--- config.mk ---
export PLATFORM = sky130hd
export DESIGN_NAME = seq_prog
export DESIGN_NICKNAME = d
export VERILOG_FILES = /design/src/rtl/seq_prog.sv
export SDC_FILE = /design/constraint.sdc
export NUM_CORES = 1
export LEC_CHECK = 0
export BUFFER_PORTS_ARGS = -buffer_cell sky130_fd_sc_hd__clkbuf_2
export CORE_ASPECT_RATIO = 0.75
export CORE_MARGIN = 1
export CORE_UTILIZATION = 57
export DETAILED_ROUTE_END_ITERATION = 16
export GPL_ROUTABILITY_DRIVEN = 0
export PLACE_DENSITY = 0.87
export SLEW_MARGIN = 40
export SYNTH_ARGS = -nofsm -noshare
export SYNTH_HDL_FRONTEND = slang
export SYNTH_SLANG_ARGS = --single-unit
--- constraint.sdc ---
create_clock -name clk -period 4.4 [get_ports clk]
set_input_delay 0.44 -clock clk [delete_from_list [all_inputs] [get_ports clk]]
set_output_delay 0.44 -clock clk [all_outputs]
set_load 0.005 [all_outputs]
--- src/rtl/seq_prog.sv ---
module seq_prog #(
  parameter int AW        = 8,
  parameter int DW        = 16,
  parameter int WR_CYCLES = 500000
) (
  input  logic          clk,
  input  logic          rst_n,
  input  logic          cmd_valid,
  input  logic [2:0]    cmd_op,
  input  logic [AW-1:0] cmd_addr,
  input  logic [DW-1:0] cmd_data,
  input  logic          cs,
  input  logic          sk,
  input  logic          di,
  output logic          busy,
  output logic          do_val,
  output logic          do_oe,
  output logic          mem_we,
  output logic [AW-1:0] mem_addr,
  output logic [DW-1:0] mem_wdata,
  output logic          prot_we,
  output logic [AW-1:0] prot_wdata,
  output logic          lock_we
);
  localparam int DEPTH = 1 << AW;
  localparam int CW    = $clog2(WR_CYCLES + 1);
  localparam logic [CW-1:0] LAST = CW'(WR_CYCLES - 1);
  localparam logic [2:0] OP_WR = 3'd0, OP_ALL = 3'd1, OP_CLR = 3'd2,
                         OP_SET = 3'd3, OP_LOCK = 3'd4;

  logic          pend, rdy, cs_q, sk_q;
  logic [2:0]    op_q;
  logic [AW-1:0] addr_q;
  logic [DW-1:0] data_q;
  logic [CW-1:0] cnt;

  wire cs_fall   = cs_q & ~cs;
  wire start     = pend & cs_fall;
  wire done      = busy & (cnt == LAST);
  wire start_bit = cs & sk & ~sk_q & di;
  wire accept    = cmd_valid & ~busy & (cmd_op <= OP_LOCK);
  wire first     = busy & (cnt == '0);

  always_ff @(posedge clk or negedge rst_n) begin
    if (!rst_n) begin
      pend <= 1'b0; rdy <= 1'b0; busy <= 1'b0;
      cs_q <= 1'b0; sk_q <= 1'b0; cnt <= '0;
      op_q <= '0; addr_q <= '0; data_q <= '0;
    end else begin
      cs_q <= cs;
      sk_q <= sk;
      if (start) begin
        busy <= 1'b1;
        cnt  <= '0;
        pend <= 1'b0;
      end else if (accept) begin
        pend   <= 1'b1;
        op_q   <= cmd_op;
        addr_q <= cmd_addr;
        data_q <= cmd_data;
      end
      if (busy) begin
        if (done) busy <= 1'b0;
        else      cnt  <= cnt + 1'b1;
      end
      if (done)                       rdy <= 1'b1;
      else if (start_bit || cs_fall)  rdy <= 1'b0;
    end
  end

  assign do_oe      = cs & (busy | rdy);
  assign do_val     = ~busy;
  assign mem_we     = (first & (op_q == OP_WR)) |
                      (busy & (op_q == OP_ALL) & (cnt < CW'(DEPTH)));
  assign mem_addr   = (op_q == OP_ALL) ? cnt[AW-1:0] : addr_q;
  assign mem_wdata  = data_q;
  assign prot_we    = first & ((op_q == OP_CLR) | (op_q == OP_SET));
  assign prot_wdata = (op_q == OP_CLR) ? '1 : addr_q;
  assign lock_we    = first & (op_q == OP_LOCK);

  p_start_on_fall_r2: assert property (@(posedge clk) disable iff (!rst_n)
    start |=> busy && cnt == '0);
  p_busy_holds_r6: assert property (@(posedge clk) disable iff (!rst_n)
    busy && !done |=> busy);
  p_ready_after_cycle_r7: assert property (@(posedge clk) disable iff (!rst_n)
    done |=> rdy && !busy);
  p_no_latch_busy_r1: assert property (@(posedge clk) disable iff (!rst_n)
    busy |-> !pend);
  p_single_pulse_r3: assert property (@(posedge clk) disable iff (!rst_n)
    mem_we && op_q == OP_WR |=> !mem_we);
  p_ready_cleared_r8: assert property (@(posedge clk) disable iff (!rst_n)
    rdy && !busy && start_bit |=> !rdy);
endmodule

* Word level (Yosys, flattened, before mapping)
Cells that the tools add are included.
** Cells by class
- $add $sub $neg :: 1
- Magnitude comparators :: 2
- Equality and inequality tests :: 5
- Muxes and demuxes :: 12
- Bitwise gates (word level) :: 22
- Reductions and logical operators :: 6
** Operators with widths (count)
- $mux W19 :: 3
- $add A19 B1 Y19 const B :: 1
- $eq A19 B19 Y1 const B :: 1
- $logic_not A19 Y1 :: 1
- $lt A19 B9 Y1 const B :: 1
- $mux W8 :: 2
- $and A1 B1 Y1 :: 15
- $mux W1 :: 7
- $eq A3 B2 Y1 const B :: 2
- $not A1 Y1 :: 4
- $reduce_bool A2 Y1 :: 2
- $eq A3 B1 Y1 const B :: 1
- $eq A3 B3 Y1 const B :: 1
- $le A3 B3 Y1 const B :: 1
- $logic_not A3 Y1 :: 1
- $or A1 B1 Y1 :: 3
- $reduce_and A2 Y1 :: 1
- $logic_or A1 B1 Y1 :: 1
** Word-level totals
- Register bits after elaboration :: 51
- Bits of input ports :: 33
- Output and inout port bits :: 38

* Depth between registers and ports, before layout
Gate-level depths: netlist of run 1.
- Depth in word-level cells :: 6
- Mapped depth :: 6
- Depth with buffers taken out :: 5

* Worst setup path after synthesis of run 1
Ideal clock, no wire load.
- Path kind :: register -> output
- Start :: register busy
- End :: output port lock_we
- Arrival :: 1.660 ns
- Path slack :: 2.300 ns
- Cell stages (with the launch flop) :: 6
- Cells stage by stage :: dfrtp_1 > buf_4 > or4b_1 > nor4_2 > nand3_1 > nor4b_1
** On the way
- Longest elaborated chain between the ends :: 2
** Ends and longest elaborated chain
- start: declaration :: RTL line 15 : output logic busy,
- start signal: assignment :: RTL line 46 : pend <= 1'b0; rdy <= 1'b0; busy <= 1'b0;
- start signal: assignment :: RTL line 53 : busy <= 1'b1;
- start signal: assignment :: RTL line 63 : if (done) busy <= 1'b0;
- $and A1 B1 Y1 :: RTL line 42 : wire first = busy & (cnt == '0);
- $and A1 B1 Y1 :: RTL line 79 : assign lock_we = first & (op_q == OP_LOCK);
- end: declaration :: RTL line 23 : output logic lock_we
No other way between the ends.

* Worst setup path in the final report of run 1
Ends and elaborated chain as after synthesis.

==> out/results.tsv, run 1 <==
stage	metric	value	unit
drt	first_pass_iters	5	
timing	slew_violations	0	
yosys	synth_edf_count	0	
timing	rsz0062_at_grt	no	
flow_run	maxCapViolCount	0	
drt	ant_nets	0	
floorplanning	rows	21	
placed_design	dp_hpwl	4090	um
cts	cts_resized	0	
timing	layout_min_cycle_time	3.07	ns
drt	routed_wl	5800	um
cells_and_area	nets	341	
cts	cts_tree	yes	
cts	clk_pin_slew	0.09	ns
cells_and_area	area_growth	18.1	%
pwr	power_leakage	1.65	nW
drt	drtIter0Drc	163	
placed_design	portBuffers	70	
drt	avgViaCountPerCell	6.18	
cts	worstSkewPairLatency	0.30	ns
worst_setup_path	crit_arrival	2.63	ns
timing	finalClockSkew	0.00470	ns
floorplanning	start_util	59.7	%
floorplanning	core_area	0.00449	mm2
cts	ctsHtreeMaxLevel	2	
cts	cts_made_buffers	5	
drt	wl_met3	513	um
yosys	synthTopCellsByArea	dfrtp_1, mux2_2, or2_2	
timing	setup_viol_count_final	0	
drt	wl_met1	2550	um
yosys	yosys.cell_types.count	52	
floorplanning	die-width	81.2	um
timing	maxSlewHeadroom	53.6	%
drt	dr_wl_met2	2640	um
yosys	synth-seq-cells	51	
yosys	synth_fp_nets	274	
global_routing	grt_max_degree	52	
cells_and_area	antenna_cells	0	
timing	tightest_slew	0.690	ns
drt	top_layer_used	met4	
yosys	postSynthAreaPerCell	11.2	um2
cells_and_area	drive_above_1_share	43.3	%
yosys	async_flop_share	100	%
drt	drt-wirelength-per-cell	15.9	um
yosys	synth_ff_type	dfrtp_1	
timing	final_hold_viol_count	0	
pwr	power_per_cell_area	258	mW/mm2
yosys	syn_inst	239	
global_routing	antenna_found_initial	0	
yosys	yosys.area.top_type_share	47.6	%
cts	cts_hold_buf	0	
outcome	status	finished clean	
worst_setup_path	worstSetupPathType	reg -> out	
global_routing	grt_usage	25.3	%
floorplanning	pin_count	71	
yosys	synth-seq-area-share	47.6	%
pwr	max-vdd-ir-drop	0.226	mV
drt	drc	0	
global_routing	overflow	0	
timing	clock.fmax	326	MHz
timing	finalSetupTns	0	ns
worst_setup_path	crit_fanout	21	
yosys	synth_warnings	0	
floorplanning	die_h	61.4	um
cts	root_buffer	clkbuf_8	
yosys	synth_top_cell_by_area	dfrtp_1	
timing	min_period_over_period	69.7	%
worst_setup_path	end_kind	primary output	
global_routing	grt_pass1_wl	9350	um
floorplanning	die-area	0.00499	mm2
drt	num_vias	2251	
yosys	syn_area	0.00268	mm2
global_routing	grt_pass1_vias	2003	
hold_path	hold_class	in -> async	
cts	cts_buffer_depth	2	
cts	post_cts_buffers	0	
worst_setup_path	crit_path_start_kind	flip-flop	
worst_setup_path	cp_data_required_time	3.96	ns
cells_and_area	layout.core_utilization	70.5	%
cts	cts_sinks	51	
-- flip-flops by register name (all words and copies together) (netlist names) --
name       cells
busy           1
op_q           3
rdy            1
pend           1
mem_wdata     16
cnt           19
cs_q           1
addr_q         8
sk_q           1
-- cells in the mapped netlist (3+ instances only) --
cell and n:
dfrtp_1 51, a221o_1 3, a21oi_1 9, mux2i_1 3
nand4_1 4, nand2b_1 6, nor3_1 6, a21o_1 4
buf_2 7, or2_2 9, o21ai_0 4, a211o_1 3
and3_1 6, inv_1 6, nor4_1 6, a311oi_1 4
clkbuf_1 3, nand3_1 9, nand2_1 10, and4_1 4
mux2_2 34, nor2_1 9
-- where the power goes --
group	internal [W]	switching, W	total [W]
clock	0.000169	0.000151	0.000321
combinational	0.0000121	0.0000140	0.0000260
sequential	0.000469	0.000000430	0.000470
total	0.000651	0.000166	0.000816
-- cells by family (layout without fill, tap and decap cells) --
family,Yosys count,after routing,synth area share [%]
AO/OA/AOI/OAI,44,44,12.5
adder cells (fa/ha/maj),2,2,0.933
buffers and inverters,19,87,3.40
flip-flops,51,51,47.6
multiplexers,38,38,16.0
AND/OR/NAND/NOR,85,85,19.6
-- area by class of cell --
cell class	instances	area, um2
inverters	7	26.3
multi-input cells	169	1320
clock inverters	3	43.8
well taps	57	71.3
clock buffers	5	68.8
repair buffers	72	365
fillers	337	1330
flip-flops and latches	51	1280
-- stage by stage --
stage	total power [W]	area, um2	hold WS, ns	std cells	setup slack, ns
6_report	0.000816	3170	0.232	364	1.33
5_1_grt	0.000848	3170	0.253	364	1.21
4_1_cts	0.000822	3170	0.255	364	1.40
3_5_place_dp	0.000506	3050	0.492	356	1.73
3_3_place_gp	0.000505	3050	0.488	356	1.88
2_1_floorplan	0.000481	2680	0.144	239	2.30
-- worst paths after layout --
| check | from | to | slack (ns) | cells past startpoint |
|---|---|---|---|---|
| min in group clk | sk | sk_q | 0.26 | 1 |
| max in group asynchronous | rst_n | rdy | 3.75 | 2 |
| hold / removal | rst_n | cnt[18] | 0.23 | 2 |
| hold reg to reg | mem_wdata[1] | mem_wdata[1] | 0.52 | 1 |
| setup / recovery | busy | lock_we | 1.33 | 5 |
| setup reg to reg | busy | addr_q[4] | 1.87 | 5 |
-- cells in the final DEF (no fill, tap or decap), drive strengths merged, types with 2 or more instances in the layout --
cell type / count
o221ai: 2
clkinv: 3
nand4: 5
ha: 2
mux2: 35
buf: 2
a21o: 4
or3: 2
or4: 2
nor4: 8
nand4b: 2
mux2i: 3
a211oi: 2
a31oi: 2
nand2: 10
a211o: 3
and4: 4
nor4b: 2
nand3: 9
or2: 10
dfrtp: 51
and3: 6
inv: 6
nand2b: 6
o21ai: 6
a21oi: 9
nor2: 9
a311oi: 4
o211ai: 2
a221o: 4
nor3: 6
clkbuf: 75
-- critical path: stages, from the launching register on --
cell	delay, ns
dfrtp_1	0.80
or4b_1	0.51
nor4_2	0.24
nand3_1	0.16
nor4b_1	0.43
clkbuf_2	0.19
-- per-layer routing --
metal / global-route usage (%) / vias to the layer above
li1: - / 1039
met1: 35.6 / 1067
met2: 37.2 / 134
met3: 7.26 / 11
met4: 10.2 / 0
met5: 0 / -
No activity file was read; power rests on OpenSTA's default activity.
==> inputs of run 2 (changes only) <==
- CORE_UTILIZATION: 57 -> 53
- PLACE_DENSITY: 0.87 -> 0.82
- clock period: 4.4 -> 3.1 ns (I/O delays scaled with it)
==> run 2 against run 1 <==
Against the previous run:
- the run now ends with design-rule violations left
- first-iteration DRC count up 65%
- clock power rose by 24%
- count of clock-buffer cells in the layout did not move
- non-clock buffer count increased by 2
- wire length increased by 3.2%
- via count shrank 1.2%
- power grew 35%
- final cell count rose by 1.4%
- final area up 0.20%
- largest power group unchanged
==> out/results.tsv, run 2 (synthesized netlist as in run 1, its figures left out) <==
stage	metric	value	unit	change
outcome	status	finished, violations left		was finished clean
outcome	violations	design-rule violations		
global_routing	antenna_found_initial	0		unchanged
drt	top_layer_used	met4		unchanged
floorplanning	rows	22		was 21
cts	root_buffer	clkbuf_8		unchanged
timing	rsz0062_at_grt	no		unchanged
worst_setup_path	critPathLaunch	cnt[11]		was busy
pwr	finalPower	0.00110	W	was 0.000816 W
placed_design	portBuffers	70		unchanged
drt	drt-wirelength-per-cell	16.2	um	was 15.9 um
drt	drc	10		was 0
floorplanning	start_util	55.1	%	was 59.7%
global_routing	overflow	0		unchanged
drt	drtIter0Drc	269		was 163
placed_design	place_inst	361		was 356
cells_and_area	multi_input_area	0.00132	mm2	about the same
cts	post_cts_buffers	0		unchanged
worst_setup_path	cpMaxStageDelayCell	or4_4		was dfrtp_1
drt	wl_met1	2670	um	was 2550 um
worst_setup_path	crit_fanout	7		was 21
cts	cts_made_buffers	5		unchanged
worst_setup_path	worstSetupPathType	reg -> out		unchanged
cts	worstSkewPairLatency	0.31	ns	was 0.30 ns
cts	clk_pin_slew	0.10	ns	was 0.09 ns
cells_and_area	antenna_cells	0		unchanged
floorplanning	die_h	63.6	um	was 61.4 um
floorplanning	die-area	0.00535	mm2	was 0.00499 mm2
worst_setup_path	end_kind	primary output		unchanged
pwr	power.share.clock	36.1	%	was 39.3%
cts	cts_hold_buf	0		unchanged
cts	cts_buffer_depth	2		unchanged
cells_and_area	nets	343		was 341
cells_and_area	area_growth	18.3	%	was 18.1%
timing	layout_setup_ws	0.337	ns	was 1.33 ns
worst_setup_path	cp_top_family	simple AND/OR/NAND/NOR gates		unchanged
cells_and_area	drive_above_1_share	43.7	%	was 43.3%
drt	avgViaCountPerCell	6.03		was 6.18
cells_and_area	regMostFlops	cnt		unchanged
pwr	p_sw	0.000257	W	was 0.000166 W
timing	slew_violations	0		unchanged
worst_setup_path	worstReg2RegStart	cnt[0]		was busy
pwr	swShare	23.3	%	was 20.3%
timing	setup_viol_count_final	0		unchanged
worst_setup_path	r2r_end	cnt[9]		was addr_q[4]
timing	finalSetupTns	0	ns	unchanged
pwr	p_comb_share	3.5	%	was 3.2%
cells_and_area	layout_commonest_cell	clkbuf_2		unchanged
cts	ctsHtreeMaxLevel	2		unchanged
cells_and_area	seq_area	0.00128	mm2	unchanged
pwr	max-vdd-ir-drop	0.297	mV	was 0.226 mV
pwr	internal_power	0.000846	W	was 0.000651 W
worst_setup_path	crit_arrival	2.45	ns	was 2.63 ns
worst_setup_path	crit_path_start_kind	flip-flop		unchanged
pwr	power_per_cell_area	348	mW/mm2	was 258 mW/mm2
global_routing	grt_max_degree	27		was 52
floorplanning	die-width	84.2	um	was 81.2 um
timing	min_period_over_period	89.1	%	
flow_run	maxCapViolCount	0		unchanged
worst_setup_path	r2r_setup_slack	0.82	ns	was 1.87 ns
drt	dr_wl_met2	2720	um	was 2640 um
cts	cts_tree	yes		unchanged
drt	first_pass_iters	11		was 5
drt	routed_wl	5980	um	was 5800 um
global_routing	grt_pass1_vias	2118		was 2003
floorplanning	core_area	0.00487	mm2	was 0.00449 mm2
global_routing	grt_usage	23.8	%	was 25.3%
cts	cts_resized	0		unchanged
worst_setup_path	critical_path.max_stage_delay	0.57	ns	was 0.80 ns
placed_design	dp_hpwl	4350	um	was 4090 um
worst_setup_path	r2r_cells	5		unchanged
timing	final_hold_viol_count	0		unchanged
cells_and_area	largest_reg_flops	19		unchanged
cells_and_area	stdcell_count	369		was 364
worst_setup_path	cp_cell_sequence	or4_4 > nor2_1 > nand3_1 > nor4b_1 > clkbuf_2		was or4b_1 > nor4_2 > nand3_1 > nor4b_1 > clkbuf_2
timing	clock.fmax	362	MHz	
global_routing	grt_pass1_wl	9990	um	was 9350 um
cells_and_area	stdcell_area	0.00317	mm2	about the same
drt	wl_met3	503	um	was 513 um
timing	maxSlewHeadroom	52.8	%	was 53.6%
worst_setup_path	crit_buf_inv	1		unchanged
timing	layout_min_cycle_time	2.76	ns	
drt	num_vias	2224		was 2251
cts	cts_sinks	51		unchanged
pwr	p_seq_share	60.4	%	was 57.5%
pwr	power_leakage	1.65	nW	about the same
drt	ant_nets	0		unchanged
timing	tightest_slew	0.705	ns	was 0.690 ns
timing	finalClockSkew	0.0126	ns	was 0.00470 ns
placed_design	pre_cts_ws	0.737	ns	was 1.73 ns
hold_path	hold_class	in -> async		unchanged
cells_and_area	final_cell_mix	clkbuf_2, dfrtp_1, mux2_2		unchanged
cells_and_area	fillCellCount	406		was 337
worst_setup_path	cp_data_required_time	2.79	ns	was 3.96 ns
floorplanning	pin_count	71		unchanged
placed_design	placed_cell_area	0.00308	mm2	was 0.00305 mm2
==> run 2: metrics by stage <==
| step | hold slack (ns) | util, % |
|---|---|---|
| after floorplan | 0.0144 | - |
| after global placement | 0.360 | 63.1 |
| after detailed placement | 0.376 | 63.2 |
| after CTS | 0.0301 | 65.1 |
| after global routing | 0.0533 | 65.1 |
| final | 0.00953 | 65.1 |
==> run 2: worst max-delay path by stage <==
stage / cells past startpoint / to
6_report: 5 / lock_we
2_1_floorplan: 5 / lock_we
3_3_place_gp: 5 / lock_we
5_1_grt: 5 / lock_we
4_1_cts: 5 / lock_we
3_5_place_dp: 5 / lock_we
==> run 2: cell type report <==
type,count,share of cell area [%]
Tap cell,60,2.37
Inverter,7,0.828
Multi-Input combinational cell,169,41.7
Sequential cell,51,40.2
Timing Repair Buffer,74,12.0
Clock buffer,5,2.17
Clock inverter,3,0.749
==> run 2: power groups by stage <==
stage	Sequential [W]	Clock, W	Combinational, W
after floorplan	0.000680	0	0.00000342
after global placement	0.000680	0	0.0000380
after detailed placement	0.000680	0	0.0000400
after CTS	0.000667	0.000405	0.0000400
after global routing	0.000667	0.000439	0.0000440
final	0.000667	0.000398	0.0000384
==> run 2: metal layers <==
layer  track usage (%)  up-vias
li1                  -     1037
met1              32.0     1066
met2              37.1      110
met3              6.42       11
met4              8.84        0
met5                 0        -
==> inputs of run 3 (changes only) <==
- ABC_AREA: not set -> 1
==> run 3 against run 2 <==
Against the previous run:
- the flow finishes with violations (negative hold slack)
- wire length up 9.0%
- clock power increased by 5%
- non-clock buffer count decreased by 1
- count of clock-buffer cells in the layout unchanged
- critical path type unchanged
==> out/results.tsv, run 3 <==
stage	metric	value	unit	change
global_routing	grt_pass1_vias	2350		was 2118
cts	clk_pin_slew	0.10	ns	about the same
floorplanning	core_area	0.00504	mm2	was 0.00487 mm2
cts	worstSkewPairLatency	0.32	ns	was 0.31 ns
timing	clock.fmax	459	MHz	was 362 MHz
yosys	syn_inst	332		was 239
drt	drt-wirelength-per-cell	13.7	um	was 16.2 um
worst_setup_path	critPathLaunch	cnt[0]		was cnt[11]
global_routing	grt_usage	25.2	%	was 23.8%
cts	cts_tree	yes		unchanged
yosys	synth_edf_count	0		unchanged
drt	ant_nets	0		unchanged
cts	cts_sinks	51		unchanged
floorplanning	die-width	86.6	um	was 84.2 um
timing	slew_violations	0		unchanged
drt	first_pass_iters	5		was 11
yosys	yosys.area.top_type_share	44.9	%	was 47.6%
floorplanning	die-area	0.00567	mm2	was 0.00535 mm2
cells_and_area	drive_above_1_share	31.9	%	was 43.7%
placed_design	portBuffers	70		unchanged
yosys	syn_area	0.00285	mm2	was 0.00268 mm2
yosys	synth_fp_nets	367		was 274
floorplanning	die_h	65.5	um	was 63.6 um
cts	cts_hold_buf	0		unchanged
yosys	synth_ff_type	dfrtp_1		unchanged
placed_design	dp_hpwl	4960	um	was 4350 um
timing	final_hold_viol_count	21		was 0
yosys	synthTopCellsByArea	dfrtp_1, nand2_1, mux2_4		was dfrtp_1, mux2_2, or2_2
yosys	synth-seq-area-share	44.9	%	was 47.6%
drt	drtIter0Drc	247		was 269
cells_and_area	largest_reg_flops	19		unchanged
timing	rsz0062_at_grt	no		unchanged
yosys	async_flop_share	100	%	unchanged
cts	ctsHtreeMaxLevel	2		unchanged
drt	avgViaCountPerCell	5.30		was 6.03
drt	routed_wl	6520	um	was 5980 um
worst_setup_path	cp_data_required_time	2.79	ns	about the same
outcome	violations	negative hold slack		was design-rule violations
yosys	synth_warnings	0		unchanged
cells_and_area	layout_commonest_cell	nand2_1		was clkbuf_2
timing	tightest_slew	0.735	ns	was 0.705 ns
cells_and_area	area_growth	17.7	%	was 18.3%
timing	min_period_over_period	70.3	%	was 89.1%
yosys	synth-seq-cells	51		unchanged
timing	setup_viol_count_final	0		unchanged
timing	finalSetupTns	0	ns	unchanged
cts	cts_made_buffers	5		unchanged
pwr	power_per_cell_area	340	mW/mm2	was 348 mW/mm2
floorplanning	start_util	56.5	%	was 55.1%
flow_run	maxCapViolCount	0		unchanged
cells_and_area	antenna_cells	0		unchanged
cells_and_area	multi_input_area	0.00135	mm2	was 0.00132 mm2
cts	root_buffer	clkbuf_8		unchanged
yosys	post-synth-top-count-cell	nand2_1		was dfrtp_1
worst_setup_path	crit_path_start_kind	flip-flop		unchanged
cts	cts_resized	0		unchanged
drt	drc	0		was 10
worst_setup_path	end_kind	primary output		unchanged
cells_and_area	regMostFlops	cnt		unchanged
pwr	power_leakage	1.83	nW	was 1.65 nW
timing	hold_slack	-0.00779	ns	was 0.00953 ns
cts	cts_buffer_depth	2		unchanged
yosys	synthTopCellsByCount	nand2_1, dfrtp_1, nor2_1		was dfrtp_1, mux2_2, nand2_1
yosys	yosys.cell_types.count	33		was 52
pwr	max-vdd-ir-drop	0.302	mV	was 0.297 mV
drt	num_vias	2530		was 2224
global_routing	grt_pass1_wl	10900	um	was 9990 um
outcome	status	finished, violations left		unchanged
global_routing	overflow	0		unchanged
cts	post_cts_buffers	0		unchanged
cells_and_area	final_cell_mix	nand2_1, clkbuf_2, dfrtp_1		was clkbuf_2, dfrtp_1, mux2_2
cells_and_area	fillCellCount	444		was 406
worst_setup_path	crit_fanout	7		unchanged
cells_and_area	seq_area	0.00128	mm2	unchanged
global_routing	grt_max_degree	38		was 27
worst_setup_path	worstReg2RegStart	cnt[0]		unchanged
yosys	postSynthAreaPerCell	8.57	um2	was 11.2 um2
timing	maxSlewHeadroom	50.9	%	was 52.8%
yosys	synth_top_cell_by_area	dfrtp_1		unchanged
timing	layout_min_cycle_time	2.18	ns	was 2.76 ns
floorplanning	rows	22		unchanged
hold_path	hold_class	in -> async		unchanged
floorplanning	pin_count	71		unchanged
worst_setup_path	crit_arrival	1.87	ns	was 2.45 ns
cells_and_area	nets	439		was 343
worst_setup_path	worstSetupPathType	reg -> out		unchanged
timing	finalClockSkew	0.00977	ns	was 0.0126 ns
global_routing	antenna_found_initial	0		unchanged
-- run 3: layout make-up --
class | instances | area share [%]
Clock buffer | 5 | 2.06
Clock inverter | 3 | 0.822
Inverter | 41 | 4.82
Multi-Input combinational cell | 232 | 40.4
Sequential cell | 51 | 38.1
Tap cell | 72 | 2.69
Timing Repair Buffer | 73 | 11.1
-- run 3: kinds of logic (layout without fill, tap and decap cells) --
| logic type | count (synthesis) | after routing | synth area share, % |
|---|---|---|---|
| muxes | 18 | 18 | 8.44 |
| adders and majority gates | 2 | 2 | 0.879 |
| AOI/OAI and AO/OA | 34 | 34 | 7.65 |
| and+or+nand+nor | 170 | 170 | 27.8 |
| xor gates and xnor gates | 8 | 8 | 2.46 |
| buffers and inverters | 49 | 122 | 7.87 |
| DFF | 51 | 51 | 44.9 |
-- run 3: metal layers --
layer | part of all wire [%] | global-route usage (%)
met3 | 8.5 | 6.66
met5 | 0 | 0
met4 | 1.6 | 6.46
met2 | 44 | 39.3
met1 | 46 | 35.0
-- run 3: worst max-delay path: stages (launching register included) --
cell and delay [ns]:
dfrtp_1 0.50, inv_2 0.11, ha_1 0.15, nand4_1 0.10, nor4_1 0.27, nand3_1 0.17
nor2_1 0.13, clkbuf_2 0.12
-- run 3: worst paths after layout --
check,to,slack [ns],cells after the start
setup / recovery,lock_we,0.92,7
hold / removal,cnt[3],-0.008,1
setup reg to reg,cnt[18],1.20,8
hold reg to reg,mem_wdata[15],0.51,1
max in group asynchronous,cnt[12],2.43,2
min in group clk,sk_q,0.12,1
-- run 3: stage by stage --
step	worst slack, ns	power, W	util (%)	instance area, um2	cells
after floorplan	1.61	0.000698	-	2850	332
after global placement	1.24	0.000736	64.4	3250	469
after detailed placement	1.17	0.000738	64.4	3250	469
after CTS	0.923	0.00115	66.3	3340	477
after global routing	0.816	0.00119	66.5	3350	477
final	0.920	0.00114	66.5	3350	477
-- run 3: power breakdown --
part,leakage (nW),switching (W),internal (W)
clock network,0.0467,0.000248,0.000168
logic,1.18,0.0000327,0.0000211
registers,0.604,0.00000160,0.000668
